### config.mk
export PLATFORM = sky130hd
export DESIGN_NAME = dma_addr_seq
export DESIGN_NICKNAME = d
export VERILOG_FILES = /design/src/rtl/dma_seq_pkg.sv /design/src/rtl/dma_side_addr.sv /design/src/rtl/dma_seq_ctrl.sv /design/src/rtl/dma_addr_seq.sv
export SDC_FILE = /design/constraint.sdc
export NUM_CORES = 1
export LEC_CHECK = 0
export ABC_AREA = 1
export BUFFER_PORTS_ARGS = -buffer_cell sky130_fd_sc_hd__buf_2
export CAP_MARGIN = 20
export CORE_MARGIN = 8
export CORE_UTILIZATION = 35
export CTS_CLUSTER_SIZE = 10
export DETAILED_ROUTE_END_ITERATION = 10
export PLACE_DENSITY = 0.49
export SLEW_MARGIN = 0
export SYNTH_ARGS = -nofsm -noshare
export SYNTH_HDL_FRONTEND = slang
export SYNTH_HIERARCHICAL = 1
export SYNTH_SLANG_ARGS = --single-unit
### constraint.sdc
create_clock -name clk_i -period 5.3 [get_ports clk_i]
set_input_delay 0 -clock clk_i [delete_from_list [all_inputs] [get_ports clk_i]]
set_output_delay 0 -clock clk_i [all_outputs]
set_load 0.01 [all_outputs]
### src/rtl/dma_seq_pkg.sv
package dma_seq_pkg;
  typedef enum logic [1:0] {CHAIN_CONTIG = 2'd0, CHAIN_REPLAY = 2'd1,
                            CHAIN_LIST = 2'd2, CHAIN_RSVD = 2'd3} chain_e;
  typedef enum logic [1:0] {LOCK_OFF = 2'd0, LOCK_XFER = 2'd1,
                            LOCK_BUF = 2'd2, LOCK_CHUNK = 2'd3} lock_e;
  typedef enum logic [1:0] {ST_IDLE = 2'd0, ST_FETCH = 2'd1,
                            ST_MOVE = 2'd2} st_e;
  localparam int DESC_WORDS = 4;
endpackage

### src/rtl/dma_side_addr.sv
module dma_side_addr
  import dma_seq_pkg::*;
#(
  parameter int AW = 32,
  parameter int PW = 12
) (
  input  logic          clk_i,
  input  logic          rst_ni,
  input  logic          init_i,
  input  logic [AW-1:0] base_i,
  input  chain_e        mode_i,
  input  logic [AW-1:0] step_i,
  input  logic          pip_i,
  input  logic [PW-1:0] pic_w_i,
  input  logic [AW-1:0] hole_i,
  input  logic          beat_i,
  input  logic          buf_end_i,
  input  logic          desc_ld_i,
  input  logic [AW-1:0] desc_addr_i,
  output logic [AW-1:0] addr_o
);
  logic [AW-1:0] addr_q, first_q, step_q, hole_q, adv;
  logic [PW-1:0] line_q, pic_w_q, line_nxt;
  chain_e        mode_q;
  logic          pip_q, wrap;

  always_comb begin
    line_nxt = line_q + PW'(1);
    wrap     = pip_q && (line_nxt == pic_w_q);
    adv      = addr_q + step_q + (wrap ? hole_q : '0);
  end

  always_ff @(posedge clk_i or negedge rst_ni) begin
    if (!rst_ni) begin
      addr_q  <= '0;
      first_q <= '0;
      step_q  <= '0;
      hole_q  <= '0;
      line_q  <= '0;
      pic_w_q <= '0;
      mode_q  <= CHAIN_CONTIG;
      pip_q   <= 1'b0;
    end else if (init_i) begin
      addr_q  <= base_i;
      first_q <= base_i;
      step_q  <= step_i;
      hole_q  <= hole_i;
      line_q  <= '0;
      pic_w_q <= pic_w_i;
      mode_q  <= mode_i;
      pip_q   <= pip_i;
    end else if (desc_ld_i && mode_q == CHAIN_LIST) begin
      addr_q <= desc_addr_i;
      line_q <= '0;
    end else if (beat_i) begin
      if (buf_end_i && (mode_q == CHAIN_REPLAY || mode_q == CHAIN_LIST)) begin
        if (mode_q == CHAIN_REPLAY) addr_q <= first_q;
        line_q <= '0;
      end else begin
        addr_q <= adv;
        line_q <= wrap ? '0 : line_nxt;
      end
    end
  end

  assign addr_o = addr_q;
endmodule

### src/rtl/dma_seq_ctrl.sv
module dma_seq_ctrl
  import dma_seq_pkg::*;
#(
  parameter int AW  = 32,
  parameter int LW  = 16,
  parameter int NBW = 8
) (
  input  logic          clk_i,
  input  logic          rst_ni,
  input  logic          start_i,
  input  logic          list_i,
  input  logic [LW-1:0] len_i,
  input  logic [NBW-1:0] nbuf_i,
  input  logic [AW-1:0] desc_ptr_i,
  input  lock_e         scope_i,
  input  logic [LW-1:0] chunk_i,
  input  logic          beat_i,
  input  logic          desc_valid_i,
  input  logic [AW-1:0] desc_data_i,
  output logic          init_o,
  output logic          beat_o,
  output logic          buf_end_o,
  output logic [1:0]    desc_ld_o,
  output logic          desc_req_o,
  output logic [AW-1:0] desc_addr_o,
  output logic          active_o,
  output logic          busy_o,
  output logic          lock_o,
  output logic          done_o
);
  localparam int WIW = $clog2(DESC_WORDS);

  st_e            st_q;
  lock_e          scope_q;
  logic [AW-1:0]  ptr_q, nxt_q, len_q, beat_q;
  logic [WIW-1:0] widx_q;
  logic [NBW-1:0] bufs_q;
  logic [LW-1:0]  chunk_q, ccnt_q;
  logic           list_q, done_q, last;

  assign init_o    = start_i && st_q == ST_IDLE;
  assign beat_o    = beat_i && st_q == ST_MOVE;
  assign last      = beat_o && (beat_q == len_q - AW'(1));
  assign buf_end_o = last;

  for (genvar g = 0; g < 2; g++) begin : g_ld
    assign desc_ld_o[g] = st_q == ST_FETCH && desc_valid_i && widx_q == WIW'(g);
  end

  always_ff @(posedge clk_i or negedge rst_ni) begin
    if (!rst_ni) begin
      st_q    <= ST_IDLE;
      scope_q <= LOCK_OFF;
      ptr_q   <= '0;
      nxt_q   <= '0;
      len_q   <= '0;
      beat_q  <= '0;
      widx_q  <= '0;
      bufs_q  <= '0;
      chunk_q <= '0;
      ccnt_q  <= '0;
      list_q  <= 1'b0;
      done_q  <= 1'b0;
    end else begin
      done_q <= 1'b0;
      unique case (st_q)
        ST_IDLE: if (start_i) begin
          scope_q <= scope_i;
          chunk_q <= chunk_i;
          list_q  <= list_i;
          ptr_q   <= desc_ptr_i;
          len_q   <= AW'(len_i);
          bufs_q  <= nbuf_i;
          beat_q  <= '0;
          ccnt_q  <= '0;
          widx_q  <= '0;
          st_q    <= list_i ? ST_FETCH : ST_MOVE;
        end
        ST_FETCH: if (desc_valid_i) begin
          widx_q <= widx_q + WIW'(1);
          if (widx_q == WIW'(2)) len_q <= desc_data_i;
          if (widx_q == WIW'(DESC_WORDS - 1)) begin
            nxt_q  <= desc_data_i;
            beat_q <= '0;
            st_q   <= ST_MOVE;
          end
        end
        ST_MOVE: if (beat_i) begin
          ccnt_q <= (last || ccnt_q + LW'(1) == chunk_q) ? '0 : ccnt_q + LW'(1);
          beat_q <= last ? '0 : beat_q + AW'(1);
          if (last) begin
            if (list_q) begin
              if (nxt_q == '0) begin
                done_q <= 1'b1;
                st_q   <= ST_IDLE;
              end else begin
                ptr_q  <= nxt_q;
                widx_q <= '0;
                st_q   <= ST_FETCH;
              end
            end else if (bufs_q <= NBW'(1)) begin
              done_q <= 1'b1;
              st_q   <= ST_IDLE;
            end else begin
              bufs_q <= bufs_q - NBW'(1);
            end
          end
        end
        default: st_q <= ST_IDLE;
      endcase
    end
  end

  always_comb begin
    unique case (scope_q)
      LOCK_XFER:  lock_o = st_q != ST_IDLE;
      LOCK_BUF:   lock_o = st_q == ST_MOVE;
      LOCK_CHUNK: lock_o = st_q == ST_MOVE && ccnt_q != '0;
      default:    lock_o = 1'b0;
    endcase
  end

  assign desc_req_o  = st_q == ST_FETCH;
  assign desc_addr_o = ptr_q + AW'({widx_q, 2'b00});
  assign active_o    = st_q == ST_MOVE;
  assign busy_o      = st_q != ST_IDLE;
  assign done_o      = done_q;
endmodule

### src/rtl/dma_addr_seq.sv
module dma_addr_seq
  import dma_seq_pkg::*;
#(
  parameter int AW  = 32,
  parameter int LW  = 16,
  parameter int NBW = 8,
  parameter int PW  = 12
) (
  input  logic           clk_i,
  input  logic           rst_ni,
  input  logic           start_i,
  input  logic [1:0]     src_mode_i,
  input  logic [1:0]     dst_mode_i,
  input  logic [1:0]     width_i,
  input  logic [AW-1:0]  src_base_i,
  input  logic [AW-1:0]  dst_base_i,
  input  logic [LW-1:0]  len_i,
  input  logic [NBW-1:0] nbuf_i,
  input  logic [AW-1:0]  desc_ptr_i,
  input  logic           src_pip_i,
  input  logic           dst_pip_i,
  input  logic [PW-1:0]  pic_w_i,
  input  logic [PW-1:0]  img_w_i,
  input  logic [1:0]     lock_scope_i,
  input  logic [LW-1:0]  chunk_i,
  input  logic           beat_i,
  output logic           desc_req_o,
  output logic [AW-1:0]  desc_addr_o,
  input  logic           desc_valid_i,
  input  logic [AW-1:0]  desc_data_i,
  output logic [AW-1:0]  src_addr_o,
  output logic [AW-1:0]  dst_addr_o,
  output logic           active_o,
  output logic           busy_o,
  output logic           lock_o,
  output logic           done_o
);
  logic          init, beat_acc, buf_end;
  logic [1:0]    desc_ld;
  logic [1:0]    shamt;
  logic [AW-1:0] step, hole;
  logic [AW-1:0] base [2];
  logic [AW-1:0] addr [2];
  chain_e        mode [2];
  logic [1:0]    pip;
  logic          any_list;

  assign shamt    = (width_i == 2'd3) ? 2'd2 : width_i;
  assign step     = AW'(1) << shamt;
  assign hole     = AW'(img_w_i - pic_w_i) << shamt;
  assign base[0]  = src_base_i;
  assign base[1]  = dst_base_i;
  assign mode[0]  = chain_e'(src_mode_i);
  assign mode[1]  = chain_e'(dst_mode_i);
  assign pip      = {dst_pip_i, src_pip_i};
  assign any_list = mode[0] == CHAIN_LIST || mode[1] == CHAIN_LIST;

  dma_seq_ctrl #(.AW(AW), .LW(LW), .NBW(NBW)) u_ctrl (
    .clk_i, .rst_ni, .start_i,
    .list_i      (any_list),
    .len_i, .nbuf_i, .desc_ptr_i,
    .scope_i     (lock_e'(lock_scope_i)),
    .chunk_i, .beat_i, .desc_valid_i, .desc_data_i,
    .init_o      (init),
    .beat_o      (beat_acc),
    .buf_end_o   (buf_end),
    .desc_ld_o   (desc_ld),
    .desc_req_o, .desc_addr_o, .active_o, .busy_o, .lock_o, .done_o
  );

  for (genvar g = 0; g < 2; g++) begin : g_side
    dma_side_addr #(.AW(AW), .PW(PW)) u_side (
      .clk_i, .rst_ni,
      .init_i      (init),
      .base_i      (base[g]),
      .mode_i      (mode[g]),
      .step_i      (step),
      .pip_i       (pip[g]),
      .pic_w_i,
      .hole_i      (hole),
      .beat_i      (beat_acc),
      .buf_end_i   (buf_end),
      .desc_ld_i   (desc_ld[g]),
      .desc_addr_i (desc_data_i),
      .addr_o      (addr[g])
    );
  end

  assign src_addr_o = addr[0];
  assign dst_addr_o = addr[1];
endmodule


Word level (Yosys, flattened, before mapping)
Index checks and enable logic that the tools add are counted.

Flip-flop bits (word level): 410. Latch bits: 0. Bits in writable memories: 0. ROM bits: 0. Output and inout port bits: 101. Memories: 0.

Add/sub/neg operators: 13. Multipliers: 0. Divide/modulo/power cells: 0. Magnitude comparators: 1. Eq/ne operators: 32. Shift-type cells: 2. Muxes and demuxes: 73. Bitwise operators: 0. Reductions and logical operators: 38.

Operator list (number): $mux 32 (25); $add 32x32->32 (4); $pmux 32 s2 (2); $mux 12 (10); $pmux 32 s3 (1); $mux 16 (3); $mux 8 (5); $add 32x1->32 const B (1); $add 32x4->32 (1); $eq 32x32->1 (1); $logic_not 32->1 (1); $pmux 16 s2 (1); $shl 1x2->32 const A (1); $shl 32x2->32 (1); $sub 32x1->32 const B (1); $mux 2 (15); $add 12x1->12 const B (2); $eq 12x12->1 (2); $eq 2x2->1 const B (10); $reduce_and 6->1 (3); $add 16x1->16 const B (1); $eq 16x16->1 (1); $pmux 8 s2 (1); $reduce_bool 16->1 (1); other kinds (23) (65).

Longest topological paths before layout
Depth in word-level cells: 9. Mapped depth: 32. Depth with buffers taken out: 31.

Hierarchy
Netlist, hierarchy kept.

Modules (own cells, without submodules): dma_seq_ctrl (instances 1, cells an instance 1585, area each 11264.6 um^2, seq. area each 4404.2 um^2); dma_side_addr (g_side[0].u_side) (instances 1, cells an instance 1329, area each 9900.7 um^2, seq. area each 3878.7 um^2); dma_side_addr (g_side[1].u_side) (instances 1, cells an instance 1313, area each 9735.6 um^2, seq. area each 3878.7 um^2); dma_addr_seq (instances 1, cells an instance 208, area each 1046.0 um^2, seq. area each 0.0 um^2).

Worst setup path after synthesis
OpenSTA, ideal clock, no wires.

Kind: register to register. From: reg g_side[0].u_side.line_q[0]. To: reg g_side[0].u_side.addr_q[22]. Setup time: 122 ps. Data arrival time: 4073 ps. Path slack: 1104 ps. Stages on the path, launching flop included: 28. Path buffers: 1. Path through: dfrtp_1 -> ha_1 -> inv_1 -> nand2_1 -> nand3_1 -> nor2_1 -> nand2_1 -> nor4_1 -> nand3_1 -> nor3_1 -> and2_1 -> inv_2 -> buf_6 -> nor2_2 -> fa_1 -> ha_1 -> a21oi_1 -> nand2_1 -> a21boi_0 -> o21ai_1 -> a21boi_0 -> o21ai_1 -> nand2_1 -> nand2_1 -> o21bai_1 -> nand2_1 -> nand2_1 -> a21oi_1.

Word-level cells in the longest chain between the ends: 9.

Ends and longest elaborated chain: start: declaration (RTL line dma_side_addr.sv:23) `logic [PW-1:0] line_q, pic_w_q, line_nxt;`; start signal: assignment (RTL line dma_side_addr.sv:61) `line_q <= wrap ? '0 : line_nxt;`; $add 12x1->12 (RTL line dma_side_addr.sv:28) `line_nxt = line_q + PW'(1);`; $eq 12x12->1 (RTL line dma_side_addr.sv:29) `wrap = pip_q && (line_nxt == pic_w_q);`; $logic_and 1x1->1 (RTL line dma_side_addr.sv:29); $mux 32 (RTL line dma_side_addr.sv:30) `adv = addr_q + step_q + (wrap ? hole_q : '0);`; $add 32x32->32 (RTL line dma_side_addr.sv:30); $mux 32 (RTL line dma_side_addr.sv:56) `if (buf_end_i && (mode_q == CHAIN_REPLAY || mode_q == CHAIN_LIST)) begin`; $mux 32 (RTL line dma_side_addr.sv:55) `end else if (beat_i) begin`; $mux 32 (RTL line dma_side_addr.sv:52) `end else if (desc_ld_i && mode_q == CHAIN_LIST) begin`; $mux 32 (RTL line dma_side_addr.sv:43) `end else if (init_i) begin`; end signal: assignment (RTL line dma_side_addr.sv:44) `addr_q <= base_i;`; end signal: assignment (RTL line dma_side_addr.sv:53) `addr_q <= desc_addr_i;`; end signal: assignment (RTL line dma_side_addr.sv:57) `if (mode_q == CHAIN_REPLAY) addr_q <= first_q;`; end: declaration (RTL line dma_side_addr.sv:22) `logic [AW-1:0] addr_q, first_q, step_q, hole_q, adv;`.

Every way passes these cells. The select of a mux whose other input is x is not followed. A chain may end at the register's enable or synchronous reset.

Worst setup path in the final report
From: reg g_side[0].u_side.line_q[0]. To: reg g_side[0].u_side.addr_q[21].

Same word-level chain as after synthesis.

==> impl_metrics.toml <==
[status]
outcome = "completed"

[sta]
finalHoldViolCount = 0
worst_pin_slew_ns = 1.06
rsz0062_at_grt = "true"
skew_ns = 0.0303
period_minus_slack_ns = 4.82
relSlewSlack_pct = 29.5
fmax_ghz = 0.207
tns_ns = 0
setup_viol = 0
period_share_pct = 90.9
slew_viol_final = 0

[critical_path]
crit_chain = "ha_1, inv_1, nand2_1, nand3_1, nor2_1, nand2_1, nor4_1, nand3_1, nor3_1, and2_1, inv_2, buf_4, nor2_2, fa_1, ha_1, a21oi_1, a21boi_0, a21boi_1, o21ai_1, xor2_1, nor2_1, o21ai_0, nand2_1, a21oi_1"
path_class = "register to register"
cp.required_ns = 5.83
path_delay_family = "compound AO/OA/AOI/OAI gates"
cp-end-kind = "register"
r2r.worst_path.cells = 24
r2r-end = "g_side[0].u_side/addr_o[21]"
arrival_ns = 5.35
ff2ff_setup_slack_ns = 0.48
path_buf_inv = 3
crit_slowest_cell = "fa_1"
cp_common_cell = "nand2_1"
r2r-start = "g_side[0].u_side/line_q[0]"
cp_max_fo = 15
critPathLaunchType = "register"
max_stage_delay_ns = 0.42

[cts]
h-tree-depth = 2
post_cts_buffers = 0
cts-buffers-inserted = 60
cts_root_buf = "clkbuf_16"
clk_latency_ns = 0.63
tritoncts = "built"
cts.sinks = 486
clockBufferDepth = 3
path_clk_slew_ns = 0.06

[logic_synthesis]
ys_async_sr_fraction_pct = 100
synth_top_cell_area_share_pct = 38.1
yosys-top-cells-area = "dfrtp_1 (38%), nand2_1 (17%), inv_1 (5.6%), o21ai_0 (4.8%), nor2_1 (4.5%)"
yosys_warnings = 6
synthCells = 4435
synth-edff-count = 0
yosysSeqAreaShare_pct = 38.1
avgSynthCellArea_sq_um = 7.20
synth_seq_cells = 486
synthFlopType = "dfrtp_1"
synthDistinctLibCells = 60
synth_area_sq_um = 31900
synth_area_leader_cell = "dfrtp_1"

[power_and_ir_drop]
swShare_pct = 49.1
combPwrFrac_pct = 56.6
net-switching-power_mw = 11.7
leakagePower_nw = 19.4
power.internal_mw = 12.1
p_seq_share_pct = 27.0
peakVddDrop_mv = 0.327
pwr-share-clk_pct = 16.4
power_density_nw_per_um2 = 614

[place]
post-dp-hpwl_microns = 89200
dp_cells = 5871
port_buffers = 307
gp_congestion = 0.913

[grt]
grt_max_degree = 172
antenna_found_initial = 9
grt_pass1_vias = 30600
grtUsageTotal_pct = 22.6
grt_pass1_wl_microns = 182000
grt_overflow = 0

[flow_run]
maxCapViolCount = 0

[die]
die_area_sq_um = 101000
die_h_microns = 318
chipWidth_microns = 318
rows = 111
core-area_sq_um = 91100
start_util_pct = 35.1
io_pins = 308

[layout]
drive_gt1_share_pct = 11.7
syn_to_final_growth_pct = 21.5
fin_nets = 5316
instances_no_fill = 6175

[route]
drc = 0
drt-total-wl_microns = 117000
routedWlPerCell_microns = 19.0
via_per_inst = 4.94
first_iter_violations = 2218
via_count = 30500
antenna_left = 0
dr.pass1.iters = 5

[min_path]
hold_path.class = "input pin to asynchronous set/reset pin"
==> cell families (layout without fill, tap and decap cells) <==
logic type      count (synthesis)  in the layout  synth area share [%]
flops                         486            486                  38.1
buf+inv                       643           1137                  7.92
other cells                     1             61                0.0117
fa+ha+maj                     156            156                  7.66
simple gates                 2331           2331                  30.6
xor+xnor                      140            140                  3.84
mux                             2              2                0.0627
compound gates                676            676                  11.8
==> metrics by stage <==
step	utilization, %	hold WS, ns	setup slack [ns]	instance area [sq um]	power [mW]
global route	42.6	0.0924	-0.0378	38800	26.2
CTS	42.6	0.0413	0.233	38800	24.0
finish	42.6	0.0262	0.481	38800	23.8
global placement	38.3	0.134	0.330	34900	19.8
floorplan	-	-0.296	1.10	32200	15.5
detailed placement	38.3	0.134	0.247	34900	19.8
==> worst max-delay path by stage <==
stage / from / end / slack (ns) / cells past startpoint
floorplan: g_side[0].u_side/line_q[0] / g_side[0].u_side/addr_o[22] / 1.10 / 27
global placement: g_side[1].u_side/line_q[1] / g_side[1].u_side/addr_o[27] / 0.33 / 28
detailed placement: g_side[0].u_side/line_q[0] / g_side[0].u_side/addr_o[19] / 0.25 / 26
CTS: g_side[0].u_side/line_q[0] / g_side[0].u_side/addr_o[19] / 0.23 / 26
global route: g_side[1].u_side/line_q[1] / g_side[1].u_side/addr_o[27] / -0.04 / 28
finish: g_side[0].u_side/line_q[0] / g_side[0].u_side/addr_o[21] / 0.48 / 24
==> cells in the mapped netlist (all sizes together), types with 7 or more instances <==
library cell / count
fa: 66
or2: 8
o22ai: 53
buf: 51
o21ai: 323
nor4: 24
a21boi: 7
a31oi: 42
nor2: 449
a21oi: 172
dfrtp: 486
ha: 90
xnor2: 35
o21bai: 11
nand2: 1488
nand3: 246
xor2: 105
o211ai: 35
nand4: 66
clkbuf: 104
nor3: 37
a21o: 9
inv: 482
==> repair_timing <==
action | in CTS | in global routing
hold buffers | 206 | 0
endpoints found under the hold margin | 395 | 0
gates resized for setup | 0 | 17
setup endpoints to repair | 0 | 26
==> final cells by class <==
cell class | count | area, sq um
Tap cell | 1186 | 1480
Multi-Input combinational cell | 3363 | 17500
Fill cell | 9508 | 52300
Clock inverter | 11 | 90.1
Timing Repair Buffer | 554 | 3980
Sequential cell | 486 | 12200
Clock buffer | 84 | 1720
Antenna cell | 3 | 7.51
Inverter | 488 | 1830
==> metal layers <==
layer / vias up / routed length (microns) / GRT usage (%)
met4: 4 / 2440 / 4.91
li1: 15200 / - / -
met3: 144 / 6290 / 3.49
met1: 14400 / 54100 / 30.8
met5: - / 22 / 0
met2: 769 / 54600 / 37.7
==> worst register-to-register path: stages, from the launching register on <==
cell      delay, ns
dfrtp_1        0.41
ha_1           0.31
inv_1          0.05
nand2_1        0.06
nand3_1        0.06
nor2_1         0.13
nand2_1        0.09
nor4_1         0.27
nand3_1        0.11
nor3_1         0.14
and2_1         0.18
inv_2          0.13
buf_4          0.25
nor2_2         0.13
fa_1           0.42
ha_1           0.37
a21oi_1        0.20
a21boi_0       0.41
a21boi_1       0.32
o21ai_1        0.13
xor2_1         0.15
nor2_1         0.06
o21ai_0        0.15
nand2_1        0.06
a21oi_1        0.13
==> power groups by stage <==
stage          Combinational (mW)  Clock (mW)  Sequential, mW
2_1_floorplan                9.35           0            6.18
3_3_place_gp                 13.3           0            6.49
3_5_place_dp                 13.3           0            6.49
4_1_cts                      13.5        4.04            6.44
5_1_grt                      15.3        4.18            6.64
6_report                     13.5        3.91            6.43
==> flip-flops by register name, indices dropped and copies added, names as in the netlist, 32 cells and up <==
signal / count
g_side.u_side/addr_o: 64
g_side.u_side/first_q: 64
g_side.u_side/hole_q: 64
g_side.u_side/step_q: 64
u_ctrl/beat_q: 32
u_ctrl/len_q: 32
u_ctrl/nxt_q: 32
u_ctrl/ptr_q: 32
==> cells in the final DEF, fill, tap and decap left out, types with 8 or more instances in the layout <==
cell type,count
inv_1,472
nor2_4,12
clkbuf_8,11
buf_2,306
clkbuf_16,61
nand3_1,239
buf_4,36
nand4_1,66
dfrtp_1,486
a21oi_1,167
nor2_2,61
xor2_1,105
o21bai_1,11
o22ai_1,53
nand2_1,1453
nand2_2,32
clkbuf_1,12
dlygate4sd3_1,206
xnor2_1,35
nor3_1,36
o211ai_1,35
inv_2,8
clkinv_2,8
a21o_1,9
o21ai_1,16
o21ai_0,302
a31oi_1,42
nor4_1,22
fa_1,66
conb_1,58
nor2_1,375
ha_1,90
Power figures use the tool's default switching activity.
